## src/rtl/cum_hist_pkg.sv

```systemverilog
package cum_hist_pkg;
  typedef enum logic [1:0] {
    OP_HOLD = 2'd0,
    OP_INC  = 2'd1,
    OP_DEC  = 2'd2
  } bin_op_e;
endpackage

```

## src/rtl/access_pattern.sv

```systemverilog
// Step pattern: bin j is enabled when j >= idx.
module access_pattern #(
  parameter int IDX_W = 3,
  localparam int NBINS = 1 << IDX_W
) (
  input  logic [IDX_W-1:0] idx,
  output logic [NBINS-1:0] en
);
  for (genvar j = 0; j < NBINS; j++) begin : g_pat
    localparam logic [IDX_W-1:0] JV = IDX_W'(j);
    assign en[j] = (JV >= idx);
  end
endmodule

```

## src/rtl/win_fifo.sv

```systemverilog
// Circular store of bin indices; read point sits 2^n entries behind write.
module win_fifo #(
  parameter int IDX_W    = 3,
  parameter int LOGW_MAX = 4,
  parameter int SEL_W    = 3,
  localparam int DEPTH   = 1 << LOGW_MAX,
  localparam int CW      = LOGW_MAX + 1
) (
  input  logic             clk,
  input  logic             rst_n,
  input  logic             push,
  input  logic             clr,
  input  logic [SEL_W-1:0] win_log,
  input  logic [IDX_W-1:0] idx_in,
  output logic [IDX_W-1:0] idx_old,
  output logic             full,
  output logic [CW-1:0]    fill
);
  logic [IDX_W-1:0]    mem [DEPTH];
  logic [LOGW_MAX-1:0] wp_q, wp_d, rd_ptr;
  logic [CW-1:0]       fill_q, fill_d, win_size;

  assign win_size = CW'(1) << win_log;
  assign full     = (fill_q == win_size);
  assign rd_ptr   = wp_q - LOGW_MAX'(win_size);
  assign idx_old  = mem[rd_ptr];
  assign fill     = fill_q;

  always_comb begin
    fill_d = fill_q;
    wp_d   = wp_q;
    if (clr) begin
      fill_d = '0;
    end else if (push) begin
      wp_d = wp_q + 1'b1;
      if (!full) fill_d = fill_q + 1'b1;
    end
  end

  always_ff @(posedge clk or negedge rst_n) begin
    if (!rst_n) begin
      fill_q <= '0;
      wp_q   <= '0;
    end else begin
      fill_q <= fill_d;
      wp_q   <= wp_d;
    end
  end

  always_ff @(posedge clk) begin
    if (push) mem[wp_q] <= idx_in;
  end


  fill_lim_chk: assert property (@(posedge clk) disable iff (!rst_n)
    fill_q <= win_size);
endmodule

```

## src/rtl/bin_counter.sv

```systemverilog
module bin_counter
  import cum_hist_pkg::*;
#(
  parameter int CW = 5
) (
  input  logic          clk,
  input  logic          rst_n,
  input  logic          clr,
  input  bin_op_e       op,
  output logic [CW-1:0] count
);
  logic [CW-1:0] cnt_q, cnt_d;
  logic          cnt_en;

  assign cnt_en = clr | (op != OP_HOLD);

  always_comb begin
    cnt_d = cnt_q;
    if (clr)               cnt_d = '0;
    else if (op == OP_INC) cnt_d = cnt_q + 1'b1;
    else if (op == OP_DEC) cnt_d = cnt_q - 1'b1;
  end

  always_ff @(posedge clk or negedge rst_n) begin
    if (!rst_n)      cnt_q <= '0;
    else if (cnt_en) cnt_q <= cnt_d;
  end

  assign count = cnt_q;


  hold_chk: assert property (@(posedge clk) disable iff (!rst_n)
    (!clr && op == OP_HOLD) |=> $stable(cnt_q));
endmodule

```

## src/rtl/prob_readout.sv

```systemverilog
module prob_readout #(
  parameter int IDX_W    = 3,
  parameter int LOGW_MAX = 4,
  parameter int SEL_W    = 3,
  localparam int NBINS   = 1 << IDX_W,
  localparam int CW      = LOGW_MAX + 1
) (
  input  logic [NBINS*CW-1:0] counts,
  input  logic [SEL_W-1:0]    win_log,
  input  logic [IDX_W-1:0]    idx_a,
  input  logic [IDX_W-1:0]    idx_b,
  output logic [CW-1:0]       below_a,
  output logic [CW-1:0]       above_a,
  output logic [CW-1:0]       span_ab,
  output logic [CW-1:0]       below_norm
);
  logic [CW-1:0]    cnt_arr [NBINS];
  logic [CW-1:0]    ca, cb, win_size;
  logic [SEL_W-1:0] shamt;

  for (genvar j = 0; j < NBINS; j++) begin : g_unpack
    assign cnt_arr[j] = counts[j*CW +: CW];
  end

  assign ca         = cnt_arr[idx_a];
  assign cb         = cnt_arr[idx_b];
  assign win_size   = CW'(1) << win_log;
  assign shamt      = SEL_W'(LOGW_MAX) - win_log;
  assign below_a    = ca;
  assign above_a    = win_size - ca;
  assign span_ab    = cb - ca;
  assign below_norm = ca << shamt;
endmodule

```

## src/rtl/cum_hist_engine.sv

```systemverilog
module cum_hist_engine
  import cum_hist_pkg::*;
#(
  parameter int SAMPLE_W = 8,
  parameter int BIN_BITS = 3,
  parameter int LOGW_MAX = 4,
  localparam int NBINS   = 1 << BIN_BITS,
  localparam int CW      = LOGW_MAX + 1,
  localparam int SEL_W   = $clog2(LOGW_MAX + 1)
) (
  input  logic                clk,
  input  logic                rst_n,
  input  logic                in_valid,
  input  logic [SAMPLE_W-1:0] in_sample,
  input  logic [SEL_W-1:0]    win_sel,
  input  logic [BIN_BITS-1:0] idx_a,
  input  logic [BIN_BITS-1:0] idx_b,
  output logic [NBINS*CW-1:0] bin_counts,
  output logic [CW-1:0]       below_a,
  output logic [CW-1:0]       above_a,
  output logic [CW-1:0]       span_ab,
  output logic [CW-1:0]       below_norm
);
  logic [SEL_W-1:0]    win_eff, win_q;
  logic                chg, push, full;
  logic [BIN_BITS-1:0] new_idx, old_idx;
  logic [NBINS-1:0]    new_en, old_en;
  logic [CW-1:0]       fill, win_size;
  logic [CW-1:0]       cnts [NBINS];
  bin_op_e             ops  [NBINS];
  logic                unused_low;

  assign win_eff    = (win_sel > SEL_W'(LOGW_MAX)) ? SEL_W'(LOGW_MAX) : win_sel;
  assign chg        = (win_eff != win_q);
  assign push       = in_valid & ~chg;
  assign new_idx    = in_sample[SAMPLE_W-1 -: BIN_BITS];
  assign unused_low = ^in_sample[SAMPLE_W-BIN_BITS-1:0];
  assign win_size   = CW'(1) << win_q;

  always_ff @(posedge clk or negedge rst_n) begin
    if (!rst_n)   win_q <= SEL_W'(LOGW_MAX);
    else if (chg) win_q <= win_eff;
  end

  win_fifo #(.IDX_W(BIN_BITS), .LOGW_MAX(LOGW_MAX), .SEL_W(SEL_W)) u_fifo (
    .clk(clk), .rst_n(rst_n), .push(push), .clr(chg), .win_log(win_q),
    .idx_in(new_idx), .idx_old(old_idx), .full(full), .fill(fill)
  );

  access_pattern #(.IDX_W(BIN_BITS)) u_pat_new (.idx(new_idx), .en(new_en));
  access_pattern #(.IDX_W(BIN_BITS)) u_pat_old (.idx(old_idx), .en(old_en));

  for (genvar j = 0; j < NBINS; j++) begin : g_bin
    logic inc, dec;
    assign inc    = push & new_en[j] & ~(full & old_en[j]);
    assign dec    = push & full & old_en[j] & ~new_en[j];
    assign ops[j] = inc ? OP_INC : (dec ? OP_DEC : OP_HOLD);

    bin_counter #(.CW(CW)) u_cnt (
      .clk(clk), .rst_n(rst_n), .clr(chg), .op(ops[j]), .count(cnts[j])
    );
    assign bin_counts[j*CW +: CW] = cnts[j];


    no_overflow_chk: assert property (@(posedge clk) disable iff (!rst_n)
      cnts[j] <= win_size);

    if (j > 0) begin : g_mono

      monotone_chk: assert property (@(posedge clk) disable iff (!rst_n)
        cnts[j-1] <= cnts[j]);
    end
  end


  top_fill_chk: assert property (@(posedge clk) disable iff (!rst_n)
    cnts[NBINS-1] == fill);

  prob_readout #(.IDX_W(BIN_BITS), .LOGW_MAX(LOGW_MAX), .SEL_W(SEL_W)) u_rd (
    .counts(bin_counts), .win_log(win_q), .idx_a(idx_a), .idx_b(idx_b),
    .below_a(below_a), .above_a(above_a), .span_ab(span_ab),
    .below_norm(below_norm)
  );
endmodule

```

## config.mk

```make
export PLATFORM = sky130hd
export DESIGN_NAME = cum_hist_engine
export DESIGN_NICKNAME = d
export VERILOG_FILES = /design/src/rtl/cum_hist_pkg.sv /design/src/rtl/access_pattern.sv /design/src/rtl/win_fifo.sv /design/src/rtl/bin_counter.sv /design/src/rtl/prob_readout.sv /design/src/rtl/cum_hist_engine.sv
export SDC_FILE = /design/constraint.sdc
export NUM_CORES = 1
export LEC_CHECK = 0
export BUFFER_PORTS_ARGS = -buffer_cell sky130_fd_sc_hd__buf_2
export CAP_MARGIN = 20
export CORE_MARGIN = 5
export CORE_UTILIZATION = 60
export CTS_CLUSTER_DIAMETER = 200
export DETAILED_ROUTE_END_ITERATION = 8
export PLACE_DENSITY = 0.79
export SETUP_SLACK_MARGIN = 0.02
export SYNTH_ARGS = -nofsm -noshare
export SYNTH_HDL_FRONTEND = slang
export SYNTH_SLANG_ARGS = --single-unit
export TNS_END_PERCENT = 20
```

## constraint.sdc

```tcl
create_clock -name clk -period 5.8 [get_ports clk]
set_clock_uncertainty 0.05 [all_clocks]
set_input_delay 1.16 -clock clk [delete_from_list [all_inputs] [get_ports clk]]
set_output_delay 1.16 -clock clk [all_outputs]
set_load 0.02 [all_outputs]
```

==> flow_metrics.tcl, run 1 <==
set metrics [dict create \
    status "complete, no violations" \
    grt_pass1_vias 5445 \
    cp_slowest_cell "mux4_2" \
    p_sw_frac 0.4090 \
    combinationalPowerShare 0.476 \
    min_path_type "reg -> reg" \
    portBuffers 74 \
    grt-ovfl-total 0 \
    p_clk_frac 0.213 \
    area_growth_pct 11.35 \
    antenna_found_initial 0 \
    dieArea_um2 13830 \
    synth_ff_type "dfrtp_1" \
    critPathBufInv 4 \
    cp-end-kind "output port" \
    rows 39 \
    insertedDiodeCount 0 \
    power.total_mw 2.871 \
    cts_buffer_depth 2 \
    synthTopCellsByArea "edfxtp_1, dfrtp_1, mux4_2" \
    dieHeight_um 117.6 \
    synth_top_cell_area_share 0.2075 \
    fin_crit_sh 0.8956 \
    critical_path.top_delay_family "multiplexers" \
    multi_input_area_um2 3944 \
    grt_max_degree 53 \
    worstMarginPinSlew_ps 782.0 \
    post_synth_instance_area_um2 6947 \
    final_cell_mix "buf_2, nor2_1, dfrtp_1" \
    ir_drop_uv 270.0 \
    core_area_um2 11370 \
    yosys.area.top_type "edfxtp_1" \
    fmax_ghz 0.1925 \
    path_class "in -> out" \
    remaining_drc_errors 0 \
    leakage_nw 3.328 \
    nets 769 \
    required_ps 4590 \
    clock_latency_ps 350 \
    synth-seq-cells 100 \
    slew_headroom 0.4739 \
    cts_setup_buffers 0 \
    dp_hpwl_um 12380 \
    setup_violations 0 \
    routed_via_density 6.319 \
    cp_max_fo 10 \
    finalInstanceArea_um2 7735 \
    p_int_mw 1.697 \
    clk_pin_slew_ps 70 \
    io-pin-count 80 \
    cts-hold-fix-buffers 0 \
    ys_async_sr_fraction 0.5200 \
    cts_tree "done" \
    synth_edf_count 48 \
    firstDrtPassIters 6 \
    post_layout_nonfiller_instances 844 \
    ant_nets 0 \
    clock-root-buffer "clkbuf_16" \
    seq_power_share 0.312 \
    crit_path_cell_trace "buf_2, mux4_2, mux2i_1, inv_1, ha_1, fa_1, inv_1, a21o_1, a21oi_1, xnor2_1, xnor2_1, buf_2" \
    gp_congestion 0.8858 \
    finalCoreUtilization 0.6803 \
    min_period_ps 5194 \
    syn_avg_cell_area_um2 10.97 \
    first_iter_violations 538 \
    synth_seq_area_share 0.3950 \
    placed_area_um2 7436 \
    track_usage 0.2515 \
    ys_warn_count 0 \
    worstPathArrival_ps 3980 \
    synthCells 633 \
    regArea_um2 2744 \
    synth_nets 706 \
    rsz0062_at_grt "false" \
    htree_levels 3 \
    power.switching_mw 1.174 \
    post_cts_resized 0 \
    fin_ws_ps 605.7 \
    critPathLaunchType "input pin" \
    cts_buffers 9 \
    hold_viol 0 \
    drive_gt1_frac 0.2197 \
    drt_wl_total_um 17090 \
    wl_per_cell_um 20.25 \
    grt_pass1_wl_um 28030 \
    synth_cell_type_count 69 \
    vias 5333 \
    power-per-cell-area_nw_per_um2 371.2 \
    final_common_cell "buf_2" \
    dp.cells 828 \
    pre_cts_ws_ps 686.8 \
    r2r_slack_ps 680 \
    whs_ps 553.5 \
    maxCapViolCount 0 \
    critPathMaxStageDelay_ps 560 \
    fin_tns_setup_ps 0 \
    numClockSinks 100 \
    final_max_slew_viol_count 0 \
    start_util 0.6110 \
    fill_cells 815 \
    die_width_um 117.6 \
]
## final cells by class
cell class / instances / share of cell area
Multi-Input combinational cell: 465 / 0.5099
Sequential cell: 100 / 0.3547
Timing Repair Buffer: 81 / 0.05467
Clock buffer: 9 / 0.02912
Tap cell: 143 / 0.02313
Inverter: 39 / 0.01893
Clock inverter: 7 / 0.009544
## worst paths after layout
check / end / from / depth (start not counted)
max: above_a[4] / idx_a[0] / 12
min: u_fifo.fill[4] / u_fifo.fill[4] / 2
max reg2reg: g_bin[4].u_cnt.count[4] / win_q[0] / 19
min reg2reg: u_fifo.fill[4] / u_fifo.fill[4] / 2
max in group asynchronous: g_bin[2].u_cnt.count[3] / rst_n / 2
min in group asynchronous: g_bin[7].u_cnt.count[3] / rst_n / 2
## routing by layer
layer,share of wire,GRT usage
met1,0.41,0.3360
met2,0.48,0.4006
met3,0.086,0.06776
met4,0.025,0.08315
met5,0,0
## registers in the layout (all words and copies together) (netlist names)
name	flops
g_bin.u_cnt.count	40
u_fifo.wp_q	4
u_fifo.mem	48
u_fifo.fill	5
win_q	3
## cells in the mapped netlist (17+ instances only)
cell type	n
nor2_1	59
dfrtp_1	51
edfxtp_1	48
ha_1	46
nand2_1	40
inv_1	39
a21oi_1	36
mux4_2	30
xnor2_1	30
clkbuf_1	23
mux2i_1	23
xor2_1	19
a21o_1	17
## worst min-delay path: stages, from the launching register on
cell and delay [ps]:
dfrtp_1 380, xor2_1 90, nor2_1 90
## power by group through the flow
stage,clock network (mW),logic [mW],registers (mW)
global route,0.648,1.48,0.904
global placement,0,1.30,0.900
floorplan,0,1.00,0.896
CTS,0.619,1.35,0.893
finish,0.610,1.37,0.895
detailed placement,0,1.34,0.906
## kinds of logic (layout without fill, tap and decap cells)
| kind of cell | after synthesis | count (layout) | synth area share |
|---|---|---|---|
| AND/OR/NAND/NOR | 188 | 188 | 0.1345 |
| AO/OA/AOI/OAI | 105 | 105 | 0.09834 |
| flip-flops | 100 | 100 | 0.3950 |
| buffers and inverters | 68 | 136 | 0.03944 |
| multiplexers | 66 | 66 | 0.1601 |
| adder cells (fa/ha/maj) | 55 | 55 | 0.1061 |
| XOR/XNOR | 51 | 51 | 0.06646 |
Power figures use the tool's default switching activity.
==> run 2, diff against run 1 <==
PLACE_DENSITY = 0.78   (was 0.79)
==> run 2 against run 1 <==
Clock power increased by 7.4%; non-clock buffer count fell by 1; sequential cell count did not move; clock-buffer cell count unchanged; setup slack worse by 2.4 ps; cell area is 0.23% higher; first-iteration DRC count fell by 24%; routed wire length up 2.3%.
==> flow_metrics.tcl, run 2 (synthesized netlist as in run 1, its figures left out) <==
set metrics [dict create \
    portBuffers 74 \
    gp_congestion 0.9336 \
    cts_setup_buffers 0 \
    antenna_found_initial 0 \
    maxCapViolCount 0 \
    cts_buffers 9 \
    cp-end-kind "flop" \
    path_class "reg -> reg" \
    drt_wl_total_um 17490 \
    fin_crit_sh 0.8960 \
    fin_tns_setup_ps 0 \
    drive_gt1_frac 0.2186 \
    timing.rr.start "win_q[0]" \
    hold_viol 0 \
    grt_pass1_vias 5453 \
    hold_path_end "u_fifo.fill[4]" \
    area_growth_pct 11.60 \
    die_width_um 117.6 \
    clock-root-buffer "clkbuf_16" \
    rows 39 \
    core_area_um2 11370 \
    worstPathArrival_ps 5390 \
    firstDrtPassIters 5 \
    track_usage 0.2536 \
    final_cell_mix "buf_2, nor2_1, dfrtp_1" \
    clock_latency_ps 350 \
    grt-ovfl-total 0 \
    numClockSinks 100 \
    dieHeight_um 117.6 \
    largest_reg_flops 48 \
    setup_violations 0 \
    vias 5338 \
    worstHoldPathCells 2 \
    fill_cells 828 \
    cp_num_cells 19 \
    leakage_nw 3.337 \
    ir_drop_uv 221.0 \
    dieArea_um2 13830 \
    cp_slowest_cell "dfrtp_1" \
    remaining_drc_errors 0 \
    start_util 0.6110 \
    io-pin-count 80 \
    r2r_slack_ps 600 \
    cts_buffer_depth 2 \
    post_cts_resized 0 \
    status "complete, no violations" \
    critPathLaunchType "flop" \
    r2r_end "g_bin[4].u_cnt.count[4]" \
    critPathBufInv 3 \
    final_max_slew_viol_count 0 \
    top_register "u_fifo.mem" \
    whs_ps 533.2 \
    clk_pin_slew_ps 70 \
    critPathMaxStageDelay_ps 510 \
    critical_path.top_delay_family "compound AO/OA/AOI/OAI gates" \
    routed_via_density 6.332 \
    hold_start "u_fifo.fill[4]" \
    grt_max_degree 53 \
    slew_headroom 0.4664 \
    wl_per_cell_um 20.74 \
    reg2reg_depth 19 \
    htree_levels 3 \
    required_ps 5990 \
    min_path_type "reg -> reg" \
    power-per-cell-area_nw_per_um2 376.6 \
    ant_nets 0 \
    placed_area_um2 7428 \
    rsz0062_at_grt "false" \
    cp_common_cell "ha_1" \
    finalInstanceArea_um2 7752 \
    final_common_cell "buf_2" \
    cts_tree "done" \
    finalCoreUtilization 0.6819 \
    min_period_ps 5197 \
    cp_max_fo 12 \
    insertedDiodeCount 0 \
    worstMarginPinSlew_ps 793.1 \
    cts-hold-fix-buffers 0 \
    fmax_ghz 0.1924 \
    crit_path_cell_trace "inv_1, ha_1, ha_1, nand2b_1, fa_1, xor2_1, buf_4, mux4_2, mux2i_1, mux2i_2, o21ai_1, a211oi_2, inv_1, ha_1, o21ai_0, o21bai_1, mux2i_1, a21oi_1, a31o_2" \
    dp_hpwl_um 12660 \
    grt_pass1_wl_um 28200 \
    first_iter_violations 409 \
    nets 768 \
]
==> run 2: worst max path at each step <==
stage / startpoint / end / slack, ps
after floorplan: idx_a[0] / above_a[4] / 600
after global placement: idx_a[0] / span_ab[4] / 750
after detailed placement: win_q[0] / g_bin[4].u_cnt.count[4] / 670
after CTS: win_q[0] / g_bin[4].u_cnt.count[4] / 620
after global routing: win_q[0] / g_bin[4].u_cnt.count[4] / 210
final: win_q[0] / g_bin[4].u_cnt.count[4] / 600
==> run 2: layout make-up <==
cell class,instances,area (um2),area share
flip-flops and latches,100,2744,0.3539
clock buffers,9,225.2,0.02905
well taps,143,178.9,0.02308
inverters,39,146.4,0.01888
repair buffers,80,415.4,0.05358
clock inverters,7,98.84,0.01275
multi-input cells,465,3944,0.5087
==> run 2: worst min-delay path, delay by kind of cell, from the launching register on <==
family | cells | cell delay [ps]
DFF | 1 | 380
xor gates and xnor gates | 1 | 80
and+or+nand+nor | 1 | 80
==> run 2: per-layer routing <==
metal,GRT usage,routed length (um),up-vias
li1,-,-,2429
met1,0.3480,7319,2618
met2,0.3957,8202,245
met3,0.05622,1453,46
met4,0.09821,512,0
met5,0,0,-
==> run 2: metrics by stage <==
step                      setup WS (ps)  power [mW]  instances
after detailed placement          668.3       2.261        827
after floorplan                   601.5       1.900        633
after global routing              207.4       3.075        843
final                             603.3       2.920        843
after global placement            750.8       2.200        827
after CTS                         618.4       2.924        843
==> run 2: power by group <==
| part | switching [mW] | leakage (nW) | internal, mW |
|---|---|---|---|
| Clock | 0.274 | 0.156 | 0.381 |
| Combinational | 0.802 | 2.04 | 0.564 |
| Sequential | 0.105 | 1.14 | 0.793 |
| Total | 1.18 | 3.34 | 1.74 |
==> run 3, diff against run 2 <==
CORE_UTILIZATION = 40   (was 60)
PLACE_DENSITY = 0.56   (was 0.78)
==> run 3 against run 2 <==
Die area up 45%; non-clock buffer count up 3; sequential share of layout area is 0.61 points lower; utilization shrank 22 points; register-to-register slack better by 110 ps; critical path depth shrank 7; global-route usage fell by 6.7 points; critical path type is now in -> out; largest cell class unchanged.
==> flow_metrics.tcl, run 3 (synthesized netlist as in run 1, its figures left out) <==
set metrics [dict create \
    largest_reg_flops 48 \
    cts_tree "done" \
    track_usage 0.1870 \
    nets 771 \
    first_iter_violations 349 \
    antenna_found_initial 0 \
    cts_buffers 9 \
    rsz0062_at_grt "false" \
    fill_cells 1615 \
    dp_hpwl_um 13420 \
    final_max_slew_viol_count 0 \
    finalInstanceArea_um2 7888 \
    min_path_type "reg -> reg" \
    min_period_ps 5122 \
    core_area_um2 17180 \
    grt_pass1_wl_um 29210 \
    clock_latency_ps 360 \
    gp_congestion 0.8235 \
    grt-ovfl-total 0 \
    grt_max_degree 53 \
    start_util 0.4044 \
    vias 5178 \
    cp-end-kind "output port" \
    final_cell_mix "buf_2, nor2_1, dfrtp_1" \
    drt_wl_total_um 18040 \
    cp_max_fo 10 \
    ant_nets 0 \
    fin_crit_sh 0.8832 \
    numClockSinks 100 \
    placed_area_um2 7553 \
    clock-root-buffer "clkbuf_16" \
    worstMarginPinSlew_ps 852.0 \
    slew_headroom 0.4268 \
    grt_pass1_vias 5257 \
    routed_via_density 5.580 \
    fin_tns_setup_ps 0 \
    path_class "in -> out" \
    dieHeight_um 141.8 \
    wl_per_cell_um 19.44 \
    hold_viol 0 \
    firstDrtPassIters 7 \
    area_growth_pct 13.54 \
    top_register "u_fifo.mem" \
    drive_gt1_frac 0.2219 \
    fmax_ghz 0.1952 \
    die_width_um 141.8 \
    rows 48 \
    final_common_cell "buf_2" \
    cts-hold-fix-buffers 0 \
    insertedDiodeCount 0 \
    ir_drop_uv 167.0 \
    portBuffers 74 \
    htree_levels 3 \
    setup_violations 0 \
    required_ps 4590 \
    status "complete, no violations" \
    remaining_drc_errors 0 \
    clk_pin_slew_ps 70 \
    post_cts_resized 0 \
    worstPathArrival_ps 3910 \
    leakage_nw 3.359 \
    io-pin-count 80 \
    critPathLaunchType "input pin" \
    dieArea_um2 20100 \
    cts_setup_buffers 0 \
    cts_buffer_depth 2 \
    power-per-cell-area_nw_per_um2 372.2 \
    maxCapViolCount 0 \
]
[run 3: cell count changes in the layout (fill, tap and decap cells not counted)]
| cell | delta |
|---|---|
| clkinv_2 | -1 |
| clkinv_4 | -1 |
| clkinvlp_4 | -1 |
| inv_8 | +2 |
| inv_6 | +1 |
| buf_4 | +3 |
[run 3: per-layer routing]
metal / track usage / wire (um) / vias up
met2: 0.2998 / 8551 / 149
met1: 0.2565 / 8198 / 2554
met5: 0 / 0 / -
met4: 0.06162 / 370 / 0
met3: 0.03573 / 919 / 25
li1: - / - / 2450
[run 3: cell type report]
type,count,area [um2],area share
Sequential cell,100,2744,0.3479
Clock inverter,7,108.9,0.01380
Clock buffer,9,225.2,0.02855
Timing Repair Buffer,83,437.9,0.05552
Inverter,39,146.4,0.01856
Tap cell,225,281.5,0.03569
Multi-Input combinational cell,465,3944,0.5000
[run 3: worst paths after layout]
check / to / start / slack (ps) / depth (start not counted)
max: span_ab[4] / idx_a[0] / 680 / 12
min: u_fifo.fill[4] / u_fifo.fill[4] / 540 / 2
max reg2reg: g_bin[4].u_cnt.count[4] / win_q[0] / 710 / 19
min reg2reg: u_fifo.fill[4] / u_fifo.fill[4] / 540 / 2
max in group asynchronous: g_bin[2].u_cnt.count[4] / rst_n / 4310 / 2
min in group asynchronous: g_bin[6].u_cnt.count[4] / rst_n / 860 / 2
[run 3: stage by stage]
step	power, mW	hold WS [ps]	setup slack [ps]	utilization	cells
after detailed placement	2.278	531.4	688.0	0.4398	912
final	2.935	541.8	677.6	0.4592	928
after global routing	3.123	569.8	315.4	0.4592	928
after floorplan	1.900	474.7	601.5	-	633
after global placement	2.245	499.5	702.1	0.4398	912
after CTS	2.968	548.2	681.7	0.4592	928
[run 3: worst max-delay path, stage by stage]
cell     delay, ps
buf_2          290
mux4_2         560
mux2i_1        260
inv_1          180
ha_1           270
fa_1           420
inv_1           70
a21o_1         130
a21oi_1         80
xor2_1         190
xnor2_1        130
buf_2          180
[run 3: where the power goes]
part / leakage (nW) / switching (mW) / internal (mW)
combinational: 2.06 / 0.796 / 0.569
sequential: 1.14 / 0.0993 / 0.793
clock: 0.165 / 0.289 / 0.389
total: 3.36 / 1.18 / 1.75
